### src/rtl/crtc_host_pkg.sv
// Package: shared register indices, status bit positions and field masks
// for the CRT controller host register access unit.
// Assumes 8-bit register fields; masks are given for indices 0..15.
package crtc_host_pkg;

    localparam int IDX_START_HI = 12;
    localparam int IDX_START_LO = 13;
    localparam int IDX_CUR_HI   = 14;
    localparam int IDX_CUR_LO   = 15;
    localparam int IDX_LPEN_HI  = 16;
    localparam int IDX_LPEN_LO  = 17;
    localparam int IDX_DUMMY    = 31;

    localparam int ST_LP_BIT    = 6;
    localparam int ST_VB_BIT    = 5;

    // Field mask for a configuration register; bits outside the field read 0.
    function automatic logic [7:0] cfg_mask(input int idx);
        case (idx)
            4, 6, 7, 10: cfg_mask = 8'h7F;
            5, 9, 11:    cfg_mask = 8'h1F;
            12, 14:      cfg_mask = 8'h3F;
            default:     cfg_mask = 8'hFF;
        endcase
    endfunction

endpackage

### src/rtl/crtc_cfg_bank.sv
// Module: index register and configuration register bank.
// Holds the host-selected index and NCFG masked configuration registers.
// Assumes NCFG <= 2**ADDR_W; indices at or above NCFG have no storage,
// so writes to them are dropped.
module crtc_cfg_bank
    import crtc_host_pkg::*;
#(
    parameter int ADDR_W = 5,
    parameter int DATA_W = 8,
    parameter int NCFG   = 16
) (
    input  logic                     clk,
    input  logic                     rst_n,
    input  logic                     sel_we,
    input  logic                     data_we,
    input  logic [DATA_W-1:0]        wdata,
    output logic [ADDR_W-1:0]        sel_idx,
    output logic [NCFG*DATA_W-1:0]   cfg_flat
);

    // Load the register index from the host data bus.
    always_ff @(posedge clk) begin
        if (!rst_n)      sel_idx <= '0;
        else if (sel_we) sel_idx <= wdata[ADDR_W-1:0];
    end

    for (genvar g = 0; g < NCFG; g++) begin : g_reg
        localparam logic [DATA_W-1:0] MASK = DATA_W'(cfg_mask(g));
        logic [DATA_W-1:0] slot;

        // Store masked host data when this register is selected.
        always_ff @(posedge clk) begin
            if (!rst_n)
                slot <= '0;
            else if (data_we && (sel_idx == ADDR_W'(g)))
                slot <= wdata & MASK;
        end

        assign cfg_flat[g*DATA_W +: DATA_W] = slot;
    end

endmodule

### src/rtl/crtc_lpen_status.sv
// Module: light pen address latch and status flags.
// Captures the memory address on a strobe rising edge and keeps the
// light pen flag (set on edge, cleared by clr_req, edge wins) and the
// blanking flag (registered copy of vblank).
// Assumes lpen_stb is already synchronous to clk.
module crtc_lpen_status #(
    parameter int MA_W = 14
) (
    input  logic            clk,
    input  logic            rst_n,
    input  logic            lpen_stb,
    input  logic [MA_W-1:0] cur_ma,
    input  logic            vblank,
    input  logic            clr_req,
    output logic [MA_W-1:0] lpen_addr,
    output logic            lp_flag,
    output logic            vb_flag
);

    logic stb_q;
    logic stb_rise;

    assign stb_rise = lpen_stb && !stb_q;

    // Delay the strobe one cycle for edge detection.
    always_ff @(posedge clk) begin
        if (!rst_n) stb_q <= 1'b0;
        else        stb_q <= lpen_stb;
    end

    // Capture the memory address on a strobe rising edge.
    always_ff @(posedge clk) begin
        if (!rst_n)        lpen_addr <= '0;
        else if (stb_rise) lpen_addr <= cur_ma;
    end

    // Light pen flag: the edge sets it with priority over the clearing read.
    always_ff @(posedge clk) begin
        if (!rst_n)        lp_flag <= 1'b0;
        else if (stb_rise) lp_flag <= 1'b1;
        else if (clr_req)  lp_flag <= 1'b0;
    end

    // Blanking flag follows the timing core's vblank flag.
    always_ff @(posedge clk) begin
        if (!rst_n) vb_flag <= 1'b0;
        else        vb_flag <= vblank;
    end

endmodule

### src/rtl/crtc_rd_mux.sv
// Module: read-back selection and registered read data.
// Chooses the register or status value by index and controller type,
// and registers it when a read strobe is high; a data read outranks
// a status read.
// Assumes MA_W <= 2*DATA_W.
module crtc_rd_mux
    import crtc_host_pkg::*;
#(
    parameter int ADDR_W    = 5,
    parameter int DATA_W    = 8,
    parameter int MA_W      = 14,
    parameter int CRTC_TYPE = 0
) (
    input  logic              clk,
    input  logic              rst_n,
    input  logic              data_re,
    input  logic              stat_re,
    input  logic [ADDR_W-1:0] idx,
    input  logic [DATA_W-1:0] start_hi,
    input  logic [DATA_W-1:0] start_lo,
    input  logic [DATA_W-1:0] cur_hi,
    input  logic [DATA_W-1:0] cur_lo,
    input  logic [MA_W-1:0]   lpen_addr,
    input  logic              lp_flag,
    input  logic              vb_flag,
    output logic [DATA_W-1:0] rd_data
);

    localparam bit TYPE1 = (CRTC_TYPE == 1);
    localparam int PAD_W = 2*DATA_W - MA_W;

    logic [2*DATA_W-1:0] lp_wide;
    logic [DATA_W-1:0]   reg_val;
    logic [DATA_W-1:0]   stat_val;

    assign lp_wide = {{PAD_W{1'b0}}, lpen_addr};

    // Select the read-back value for the current index and controller type.
    always_comb begin
        reg_val = '0;
        case (idx)
            ADDR_W'(IDX_START_HI): reg_val = TYPE1 ? '0 : start_hi;
            ADDR_W'(IDX_START_LO): reg_val = TYPE1 ? '0 : start_lo;
            ADDR_W'(IDX_CUR_HI):   reg_val = cur_hi;
            ADDR_W'(IDX_CUR_LO):   reg_val = cur_lo;
            ADDR_W'(IDX_LPEN_HI):  reg_val = lp_wide[2*DATA_W-1:DATA_W];
            ADDR_W'(IDX_LPEN_LO):  reg_val = lp_wide[DATA_W-1:0];
            ADDR_W'(IDX_DUMMY):    reg_val = TYPE1 ? '1 : '0;
            default:               reg_val = '0;
        endcase
    end

    // Build the status byte; only type 1 exposes its flags.
    always_comb begin
        stat_val = '0;
        stat_val[ST_LP_BIT] = TYPE1 ? lp_flag : 1'b0;
        stat_val[ST_VB_BIT] = TYPE1 ? vb_flag : 1'b0;
    end

    // Register the read data; hold it when no read is issued.
    always_ff @(posedge clk) begin
        if (!rst_n)       rd_data <= '0;
        else if (data_re) rd_data <= reg_val;
        else if (stat_re) rd_data <= stat_val;
    end

endmodule

### src/rtl/crtc_host_regs.sv
// Module: top of the CRT controller host register access unit.
// Connects the index and configuration bank, the light pen and status
// block and the read-back mux. Index 16 or 17 on a data read clears the
// light pen flag.
// Assumes every host strobe is synchronous to clk.
module crtc_host_regs
    import crtc_host_pkg::*;
#(
    parameter int ADDR_W    = 5,
    parameter int DATA_W    = 8,
    parameter int MA_W      = 14,
    parameter int NCFG      = 16,
    parameter int CRTC_TYPE = 0
) (
    input  logic                   clk,
    input  logic                   rst_n,
    input  logic                   sel_we,
    input  logic                   data_we,
    input  logic                   data_re,
    input  logic                   stat_re,
    input  logic [DATA_W-1:0]      host_wdata,
    input  logic                   lpen_stb,
    input  logic [MA_W-1:0]        cur_ma,
    input  logic                   vblank,
    output logic [DATA_W-1:0]      rd_data,
    output logic [NCFG*DATA_W-1:0] cfg_flat
);

    logic [ADDR_W-1:0] sel_idx;
    logic [MA_W-1:0]   lpen_addr;
    logic              lp_flag;
    logic              vb_flag;
    logic              clr_req;

    // A data read of either latch register clears the light pen flag.
    assign clr_req = data_re && ((sel_idx == ADDR_W'(IDX_LPEN_HI)) ||
                                 (sel_idx == ADDR_W'(IDX_LPEN_LO)));

    crtc_cfg_bank #(
        .ADDR_W(ADDR_W), .DATA_W(DATA_W), .NCFG(NCFG)
    ) u_bank (
        .clk(clk), .rst_n(rst_n), .sel_we(sel_we), .data_we(data_we),
        .wdata(host_wdata), .sel_idx(sel_idx), .cfg_flat(cfg_flat)
    );

    crtc_lpen_status #(
        .MA_W(MA_W)
    ) u_lpen (
        .clk(clk), .rst_n(rst_n), .lpen_stb(lpen_stb), .cur_ma(cur_ma),
        .vblank(vblank), .clr_req(clr_req), .lpen_addr(lpen_addr),
        .lp_flag(lp_flag), .vb_flag(vb_flag)
    );

    crtc_rd_mux #(
        .ADDR_W(ADDR_W), .DATA_W(DATA_W), .MA_W(MA_W), .CRTC_TYPE(CRTC_TYPE)
    ) u_rd (
        .clk(clk), .rst_n(rst_n), .data_re(data_re), .stat_re(stat_re),
        .idx(sel_idx),
        .start_hi(cfg_flat[IDX_START_HI*DATA_W +: DATA_W]),
        .start_lo(cfg_flat[IDX_START_LO*DATA_W +: DATA_W]),
        .cur_hi(cfg_flat[IDX_CUR_HI*DATA_W +: DATA_W]),
        .cur_lo(cfg_flat[IDX_CUR_LO*DATA_W +: DATA_W]),
        .lpen_addr(lpen_addr), .lp_flag(lp_flag), .vb_flag(vb_flag),
        .rd_data(rd_data)
    );

endmodule

### config.mk
export PLATFORM = sky130hd
export DESIGN_NAME = crtc_host_regs
export DESIGN_NICKNAME = d
export VERILOG_FILES = /design/src/rtl/crtc_host_pkg.sv /design/src/rtl/crtc_cfg_bank.sv /design/src/rtl/crtc_lpen_status.sv /design/src/rtl/crtc_rd_mux.sv /design/src/rtl/crtc_host_regs.sv
export SDC_FILE = /design/constraint.sdc
export NUM_CORES = 1
export LEC_CHECK = 0
export BUFFER_PORTS_ARGS = -buffer_cell sky130_fd_sc_hd__buf_4
export CORE_UTILIZATION = 44
export DETAILED_ROUTE_END_ITERATION = 16
export PLACE_DENSITY = 0.69
export SLEW_MARGIN = 20
export SYNTH_ARGS = -nofsm -noshare
export SYNTH_HDL_FRONTEND = slang
export SYNTH_SLANG_ARGS = --single-unit
### constraint.sdc
create_clock -name clk -period 3.2 [get_ports clk]
set_input_delay 0.16 -clock clk [delete_from_list [all_inputs] [get_ports clk]]
set_output_delay 0.16 -clock clk [all_outputs]
set_load 0.01 [all_outputs]
Yosys cells after proc, flatten, opt, wreduce, memory -nomap -nowiden

Cells that the tools add are included.

Output and inout port bits: 136
Word-level logic and storage cells: 60
Input port bits: 30
Flip-flop bits (word level): 139

Reduce and logical (&&, ||, !) cells: 20
Eq/ne operators: 17
Multiplexer cells: 3

Operator list:

| cell               | number |
|---|---|
| $pmux 8 s6         | 1 |
| $eq 5x4->1 const B | 8 |
| $eq 5x3->1 const B | 4 |
| $logic_and 1x1->1  | 17 |
| $mux 8             | 2 |
| $eq 5x2->1 const B | 2 |
| $eq 5x5->1 const B | 2 |
| $eq 5x1->1 const B | 1 |
| $logic_not 5->1    | 1 |
| $reduce_bool 2->1  | 1 |
| $logic_not 1->1    | 1 |

Logic depth before layout (Yosys ltp)

Gate-level depths: netlist of the first run.

Depth after elaboration: 3
Depth in mapped cells: 7

Modules after synthesis

A second synthesis of the first run with hierarchy kept.

Cell total of the unflattened synthesis: 569
Area total of the unflattened synthesis: 5779.3 um2

By module, submodules not included:

| module           | cells an instance | sequential area each (um2) | area an instance (um2) | times used |
|---|---|---|---|---|
| crtc_cfg_bank    | 426               | 2322.2                     | 4356.7                 | 1 |
| crtc_rd_mux      | 72                | 160.2                      | 733.2                  | 1 |
| crtc_lpen_status | 69                | 340.3                      | 673.1                  | 1 |
| crtc_host_regs   | 2                 | 0.0                        | 16.3                   | 1 |

Worst setup path before layout of the first run

No wires, ideal clock.

Path type: register to register
From: register u_bank.sel_idx[1]
To: register u_bank.g_reg[12].slot[0]
Cell stages (with the launch flop): 7
Data arrival time: 1427 ps
Clock period less this slack: 1543 ps
Path slack: 1657 ps
Required time: 3084 ps
Cells stage by stage: dfxtp_1 buf_4 nor4b_4 nor2b_1 buf_2 mux2i_1 nor2b_1

Word-level cells in the longest chain between the ends: 2

RTL lines:

| element                | line                | text |
|---|---|---|
| from (decl)            | crtc_cfg_bank.sv:17 | `output logic [ADDR_W-1:0] sel_idx,` |
| from (signal assigned) | crtc_cfg_bank.sv:24 | `else if (sel_we) sel_idx <= wdata[ADDR_W-1:0];` |
| $eq 5x4->1             | crtc_cfg_bank.sv:35 | `else if (data_we && (sel_idx == ADDR_W'(g)))` |
| $logic_and 1x1->1      | crtc_cfg_bank.sv:35 |  |
| to (signal assigned)   | crtc_cfg_bank.sv:36 | `slot <= wdata & MASK;` |
| to (decl)              | crtc_cfg_bank.sv:29 | `logic [DATA_W-1:0] slot;` |

Every way passes these cells.
A chain may end at the register's enable or synchronous reset.

Worst setup path in the final report of the first run

From: register u_bank.sel_idx[0]
To: register u_bank.g_reg[13].slot[7]

Word-level cells in the longest chain between the ends: 2

RTL lines:

| element              | line |
|---|---|
| $eq 5x4->1           | crtc_cfg_bank.sv:35 |
| $logic_and 1x1->1    | crtc_cfg_bank.sv:35 |
| to (signal assigned) | crtc_cfg_bank.sv:36 |
| to (decl)            | crtc_cfg_bank.sv:29 |

Every way passes these cells.

==> summary.md, run 1 <==
| Metric | Value |
|---|---|
| Die ar. | `14,000 sq um` |
| Routed WL | `around 16,000 um` |
| Vias | `4,881` |
| Worst VDD drop | `295 uV` |
| Initial antenna violation count | `0` |
| Clk_skew | `about 0.0066 ns` |
| Clock slew at reported path FFs | `0.05 ns` |
| Worst setup EP type | `register` |
| Min-Delay Path Class | `input pin to register` |
| Total CTS buffers | `17` |
| RSZ-0062 raised after global routing | `no` |
| Final antenna-violating net count | `0` |
| Initial Utilization | `45.0%` |
| Post-place instance area | `7050 sq um` |
| H-tree levels | `4` |
| Largest cells by area after synthesis | `dfxtp_1 (47%), a21boi_0 (11%), mux2i_1 (8.6%)` |
| Residual overflow from global routing | `0` |
| Mapped Avg Cell Area | `about 9.2 sq um` |
| Largest net degree at the start of global routing | `140` |
| CP required | `3.50 ns` |
| Worst slew pin tran | `1.09 ns` |
| Synth Flop Type | `dfxtp_1` |
| P_int | `3.05 mW` |
| DRC errors left | `0` |
| GPL Wtd Cong | `roughly 0.78` |
| Seq/Total Area, Yosys | `46.7%` |
| Pwr dens | `513 nW/um^2` |
| Seq pwr share | `45.7%` |
| Diode count | `0` |
| Nets@finish | `800` |
| Hold Path Cell Cnt | `3` |
| Final hold viol count | `0` |
| Worst hold slack | `0.0157 ns` |
| Simple-gate share of the synthesized area | `21.6%` |
| I/O pin count | `166` |
| Number of global-route vias before repair | `4,753` |
| Worst path arrival time | `2.69 ns` |
| Yosys top cell area share | `46.7%` |
| Worst reg-to-reg path cell count | `4` |
| Post-Synth Adder-Cell Area | `0%` |
| Synth Warn # | `0` |
| Area Growth Syn to Fin | `28.3%` |
| First-pass DRT Iterations | `5` |
| Tmin final | `2.39 ns` |
| Die Y-Extent | `118 um` |
| Slew Viols, Final | `0` |
| Post-Syn Area | `5960 sq um` |
| Via density per instance | `5.10` |
| Post-CTS setup buffer count | `0` |
| Reg2reg end | `u_bank.g_reg[13].slot[7]$_SDFFE_PN0P_` |
| Lkg Pwr | `3.00 nW` |
| Slew headroom | `roughly 27%` |
| Post-synth ARST share | `0%` |
| Crit-path max FO | `23` |
| Synth unique cells | `33` |
| Global-route wire length before repair | `25,500 um` |
| Num rows | `42` |
| Synth Area in Compound Gates | `14.0%` |
| FMAX | `419 MHz` |
| Final Power | `3.93 mW` |
| Clock Root Buffer | `clkbuf_16` |
| Max-cap violations | `0` |
| Number of port buffers | `147` |
| Reg-to-reg setup timing slack | `between 0.8 and 0.9 ns` |
| Crit path kind | `register to register` |
| Die X-Extent | `118 um` |
| Yosys top cell by area | `dfxtp_1` |
| Combinational power share | `roughly 7.2%` |
| Skew-Pair Late Insertion Delay | `about 0.41 ns` |
| Sw Ratio | `roughly 22%` |
| Post-route cell area | `7650 sq um` |
| Startpoint Class | `register` |
| P_sw | `0.877 mW` |
| Clk pwr share | `47.0%` |
| Drt first-iter violations | `325` |
| Hpwl dp | `10,400 um` |
| CTS max path bufs | `2` |
| TritonCTS clock tree | `yes` |
| Final setup TNS | `0 ns` |
| Fin crit share | `74.6%` |
| EDFF count, synth | `0` |
| Fraction of layout cells with a size suffix above 1 | `25.4%` |
| WHS Endpoint | `u_lpen.lpen_addr[5]$_SDFFE_PN0P_` |
| Multiplexer area fraction after synthesis | `11.3%` |
| Mapped Cells | `647` |
| Worst Hold Launch | `cur_ma[5]` |
| CTS sink count | `139` |
| Reg-to-Reg Start | `u_bank.sel_idx[0]$_SDFFE_PN0P_` |
| Gr usage total | `23.5%` |
| Filler instances | `1,170` |
| Combinational family with the most area after synthesis | `simple AND/OR/NAND/NOR gates` |
| Outcome | `finished, final reports clean` |
| Synth Area in XOR/XNOR | `0%` |
| Final setup viols | `0` |
| Area of the core | `~13,000 sq um` |
| DR WL/cell | `16.5 um` |
| Yosys reg bits | `139` |
## placed cells by master, fill, tap and decap left out, types with 4 or more instances in the layout
master	instances
dlygate4sd3_1	4
and2_1	5
a21oi_1	8
nor2b_1	55
nand3_1	63
nor3_1	4
conb_1	17
a31oi_1	5
mux2i_1	51
dfxtp_1	139
o21ai_0	13
buf_4	157
clkbuf_16	17
clkbuf_8	5
mux2_2	10
clkbuf_1	7
nand2_1	111
a21boi_0	85
## state kept, by name, summed over array words and instances (netlist names)
signal,cells
u_lpen.stb_q,1
u_bank.g.slot,111
u_bank.sel_idx,5
u_lpen.lpen_addr,14
u_rd.rd_data,8
## worst max path at each step
stage               depth (start not counted)                           start                               endpoint
floorplan                                   6  u_bank.sel_idx[1]$_SDFFE_PN0P_  u_bank.g_reg[12].slot[0]$_SDFFE_PN0P_
global placement                            4  u_bank.sel_idx[0]$_SDFFE_PN0P_  u_bank.g_reg[13].slot[5]$_SDFFE_PN0P_
detailed placement                          4  u_bank.sel_idx[0]$_SDFFE_PN0P_  u_bank.g_reg[13].slot[7]$_SDFFE_PN0P_
CTS                                         4  u_bank.sel_idx[0]$_SDFFE_PN0P_  u_bank.g_reg[13].slot[7]$_SDFFE_PN0P_
global route                                4  u_bank.sel_idx[0]$_SDFFE_PN0P_  u_bank.g_reg[15].slot[6]$_SDFFE_PN0P_
finish                                      4  u_bank.sel_idx[0]$_SDFFE_PN0P_  u_bank.g_reg[13].slot[7]$_SDFFE_PN0P_
## metal layers
layer	GRT usage [%]	wire, um	vias to the layer above
li1	-	-	2405
met4	8.25	150	0
met2	38.8	7780	146
met3	7.34	1070	15
met5	0	0	-
met1	28.7	6840	2315
## worst max-delay path, stage by stage, from the launching register on
cell	delay, ns
dfxtp_1	1.04
and4bb_2	0.36
and3_1	0.55
mux2i_1	0.26
nor2b_1	0.06
## power by group through the flow
| stage | sequential (mW) | combinational, mW | clock [mW] |
|---|---|---|---|
| 3_5_place_dp | 1.83 | 0.280 | 0 |
| 3_3_place_gp | 1.83 | 0.274 | 0 |
| 6_report | 1.80 | 0.284 | 1.85 |
| 2_1_floorplan | 1.82 | 0.193 | 0 |
| 4_1_cts | 1.79 | 0.285 | 1.88 |
| 5_1_grt | 1.80 | 0.310 | 1.97 |
## per-stage QoR
step	setup WS [ns]	utilization, %	instances
final	0.812	57.7	957
after global placement	0.896	53.3	923
after CTS	0.842	57.7	957
after global routing	0.632	57.7	957
after floorplan	1.66	-	663
after detailed placement	0.850	53.3	923
## synth_stat cells (all sizes together) (2+ instances only)
library cell and count:
dfxtp 139, nand2 111, a21boi 85, nand3 63, nor2b 55, mux2i 51
clkbuf 42, buf 32, o21ai 13, mux2 10, a21oi 8, a31oi 5
and2 5, nor3 4, nor2 3, a32oi 2, and4bb 2, mux4 2
nand2b 2, nor4b 2, o2bb2ai 2
## timing repair
item,CTS,global route
hold endpoints to repair,4,0
hold buffers,4,0
setup endpoints to repair,0,0
gates resized for setup,0,0
## layout make-up
class	instances	area [sq um]	area share [%]
flip-flops and latches	139	2780	36.4
clock buffers	29	520	6.81
well taps	176	220	2.88
multi-input cells	450	2860	37.5
repair buffers	162	1230	16.1
clock inverters	1	30.0	0.393
## cells by family (layout without fill, tap and decap cells)
family / Yosys count / in the layout
flip-flops: 139 / 139
AO/OA/AOI/OAI: 118 / 118
multiplexers: 63 / 63
other: 1 / 17
buffers and inverters: 74 / 192
AND/OR/NAND/NOR: 252 / 252
No activity file was read; power rests on OpenSTA's default activity.
==> run 2, diff against run 1 <==
Clock period 3.2 ns to 2.5 ns, I/O delays scaled along.
==> run 2 against run 1 <==
Compared with the run above: setup slack lost 0.21 ns; non-clock buffer count up 13; maximum frequency rose by 26%; sequential cell count unchanged; sequential share of layout area fell by 0.96 points; total power grew 37%; first-iteration DRC count increased by 34%; combinational power up 37%; final cell count rose by 1.6%; final area is 2.7% higher; clock skew grew 0.0029 ns; register-to-register slack got worse by 0.21 ns; critical path type unchanged; largest power group unchanged.
==> summary.md, run 2 (synthesis results as in run 1) <==
| Metric | Value |
|---|---|
| Outcome | `finished, final reports clean` |
| Cts hold-fix bufs | `15 (+11)` |
| Residual overflow from global routing | `0 (unchanged)` |
| DR WL/cell | `16.7 um (+0.91%)` |
| Final antenna-violating net count | `0 (unchanged)` |
| Global-route wire length before repair | `25,500 um (about the same)` |
| Final setup TNS | `0 ns (unchanged)` |
| Skew-Pair Late Insertion Delay | `0.42 ns (about the same)` |
| Reg2reg end | `u_bank.g_reg[14].slot[0]$_SDFFE_PN0P_` |
| Hold Path Cell Cnt | `3 (unchanged)` |
| DRC errors left | `0 (unchanged)` |
| Crit-path cells | `and4bb_2, nor2b_1, buf_4, mux2i_1, nor2b_1` |
| Initial Utilization | `45.0% (unchanged)` |
| GPL Wtd Cong | `0.786 (+0.91%)` |
| Reg-to-reg setup timing slack | `0.61 ns (-0.21 ns)` |
| Crit-path max FO | `16 (-30%)` |
| Slowest library cell on the worst path | `dfxtp_1` |
| Startpoint Class | `register` |
| H-tree levels | `4 (unchanged)` |
| RSZ-0062 raised after global routing | `no` |
| WP buf/inv | `1 (+1)` |
| Clk_skew | `0.00946 ns (+0.00288 ns)` |
| Worst Hold Launch | `cur_ma[3]` |
| First-pass DRT Iterations | `4 (-1)` |
| I/O pin count | `166 (unchanged)` |
| Lkg Pwr | `3.09 nW (+3.1%)` |
| Nets@finish | `813 (+1.6%)` |
| Worst path arrival time | `2.20 ns (-0.49 ns)` |
| CP peak stage delay | `0.57 ns (-0.47 ns)` |
| Min-Delay Path Class | `input pin to register` |
| Area of the core | `13,200 sq um (unchanged)` |
| CP required | `2.80 ns (-0.70 ns)` |
| Slew Viols, Final | `0 (unchanged)` |
| Worst setup EP type | `register` |
| Pwr dens | `683 nW/um^2 (+33%)` |
| Worst slew pin tran | `0.885 ns (-0.209 ns)` |
| Clock slew at reported path FFs | `0.06 ns (about the same)` |
| Total CTS buffers | `17 (unchanged)` |
| Num rows | `42 (unchanged)` |
| Via density per instance | `5.16 (+1.2%)` |
| Vias | `5,017 (+2.8%)` |
| Drt first-iter violations | `437 (+34%)` |
| Clock Root Buffer | `clkbuf_16` |
| Number of global-route vias before repair | `4,775 (+0.46%)` |
| Tmin final | `1.89 ns (-0.493 ns)` |
| Worst VDD drop | `471 uV (+60%)` |
| Largest register FFs | `111 (unchanged)` |
| Worst reg-to-reg path cell count | `5 (+1)` |
| FMAX | `528 MHz (+26%)` |
| Area Growth Syn to Fin | `31.8%` |
| Diode count | `0 (unchanged)` |
| Max-cap violations | `0 (unchanged)` |
| Final setup viols | `0 (unchanged)` |
| CTS sink count | `139 (unchanged)` |
| Post-CTS Resized | `0 (unchanged)` |
| Number of port buffers | `147 (unchanged)` |
| TritonCTS clock tree | `yes` |
| Reg-to-Reg Start | `u_bank.sel_idx[1]$_SDFFE_PN0P_` |
| Most frequent cells in the layout | `buf_4 (160), dfxtp_1 (139), nand2_1 (111), a21boi_0 (85), nand3_1 (63)` |
| Fin util | `59.3% (+1.6 points)` |
| Crit path kind | `register to register` |
| Slew headroom | `41.0% (+14 points)` |
| Fraction of layout cells with a size suffix above 1 | `26.1% (+0.78 points)` |
| Hpwl dp | `10,600 um (+1.8%)` |
| WHS Endpoint | `u_lpen.lpen_addr[3]$_SDFFE_PN0P_` |
| Largest registers | `u_bank.g.slot (111), u_lpen.lpen_addr (14), u_rd.rd_data (8)` |
| CTS max path bufs | `2 (unchanged)` |
| Initial antenna violation count | `0 (unchanged)` |
| Die ar. | `14,000 sq um (unchanged)` |
| Commonest non-fill, non-tap cell in the layout | `buf_4` |
| Final hold viol count | `0 (unchanged)` |
| Most flop-heavy register | `u_bank.g.slot` |
| Most common cell on crit path | `nor2b_1` |
| Post-CTS setup buffer count | `0 (unchanged)` |
| Fin crit share | `75.8% (+1.2 points)` |
| Gr usage total | `23.5% (+0.092 points)` |
| Cell family with most CP delay | `simple AND/OR/NAND/NOR gates` |
| Die Y-Extent | `118 um (unchanged)` |
| Largest net degree at the start of global routing | `108 (-23%)` |
| Routed WL | `16,200 um (+2.5%)` |
| Die X-Extent | `118 um (unchanged)` |
## run 2: changes by cell type in the layout (fill, tap and decap cells not counted), sizes merged
| cell | previous run | this run |
|---|---|---|
| clkinvlp | 0 | 3 |
| buf | 158 | 160 |
| dlygate4sd3 | 4 | 15 |
| clkinv | 0 | 4 |
| clkbuf | 29 | 21 |
| bufinv | 1 | 4 |
## run 2: per-stage QoR
stage,setup slack [ns],hold slack [ns],area (sq um),total power [mW],std cells
floorplan,0.957,0.226,6020,2.58,663
global placement,0.683,0.348,7070,2.69,925
detailed placement,0.610,0.353,7070,2.70,925
CTS,0.593,0.00495,7860,5.39,972
global route,0.440,0.0102,7860,5.53,972
finish,0.605,0.0176,7860,5.36,972
## run 2: final cells by class
| cell class | count | area [sq um] |
|---|---|---|
| fillers | 1161 | 5390 |
| multi-input cells | 450 | 2860 |
| flip-flops and latches | 139 | 2780 |
| repair buffers | 175 | 1350 |
| clock buffers | 21 | 470 |
| well taps | 176 | 220 |
| clock inverters | 11 | 166 |
## run 2: worst max path at each step
stage | from | to | slack [ns] | depth (start not counted)
after floorplan | u_bank.sel_idx[1]$_SDFFE_PN0P_ | u_bank.g_reg[12].slot[0]$_SDFFE_PN0P_ | 0.96 | 6
after detailed placement | u_bank.sel_idx[0]$_SDFFE_PN0P_ | u_bank.g_reg[8].slot[1]$_SDFFE_PN0P_ | 0.61 | 6
after global placement | u_bank.sel_idx[0]$_SDFFE_PN0P_ | u_bank.g_reg[8].slot[2]$_SDFFE_PN0P_ | 0.68 | 6
after global routing | u_bank.sel_idx[2]$_SDFFE_PN0P_ | u_bank.g_reg[15].slot[6]$_SDFFE_PN0P_ | 0.44 | 4
final | u_bank.sel_idx[1]$_SDFFE_PN0P_ | u_bank.g_reg[14].slot[0]$_SDFFE_PN0P_ | 0.61 | 5
after CTS | u_bank.sel_idx[1]$_SDFFE_PN0P_ | u_bank.g_reg[0].slot[4]$_SDFFE_PN0P_ | 0.59 | 6
## run 2: worst reg2reg max path, stage by stage, from the launching register on
cell and delay [ns]:
dfxtp_1 0.57, and4bb_2 0.54, nor2b_1 0.18, buf_4 0.19
mux2i_1 0.22, nor2b_1 0.07
## run 2: routing by layer
layer	global-route usage [%]	vias to the layer above	wire length (um)
met3	6.37	22	1030
met5	0	-	0
li1	-	2436	-
met4	9.86	0	307
met1	29.1	2400	7210
met2	38.6	159	7690
## run 2: report_power, final
| part | internal (mW) | switching (mW) | leakage [nW] |
|---|---|---|---|
| Clock | 1.74 | 0.939 | 0.305 |
| Combinational | 0.164 | 0.224 | 1.66 |
| Sequential | 2.26 | 0.0342 | 1.12 |
| Total | 4.16 | 1.20 | 3.09 |
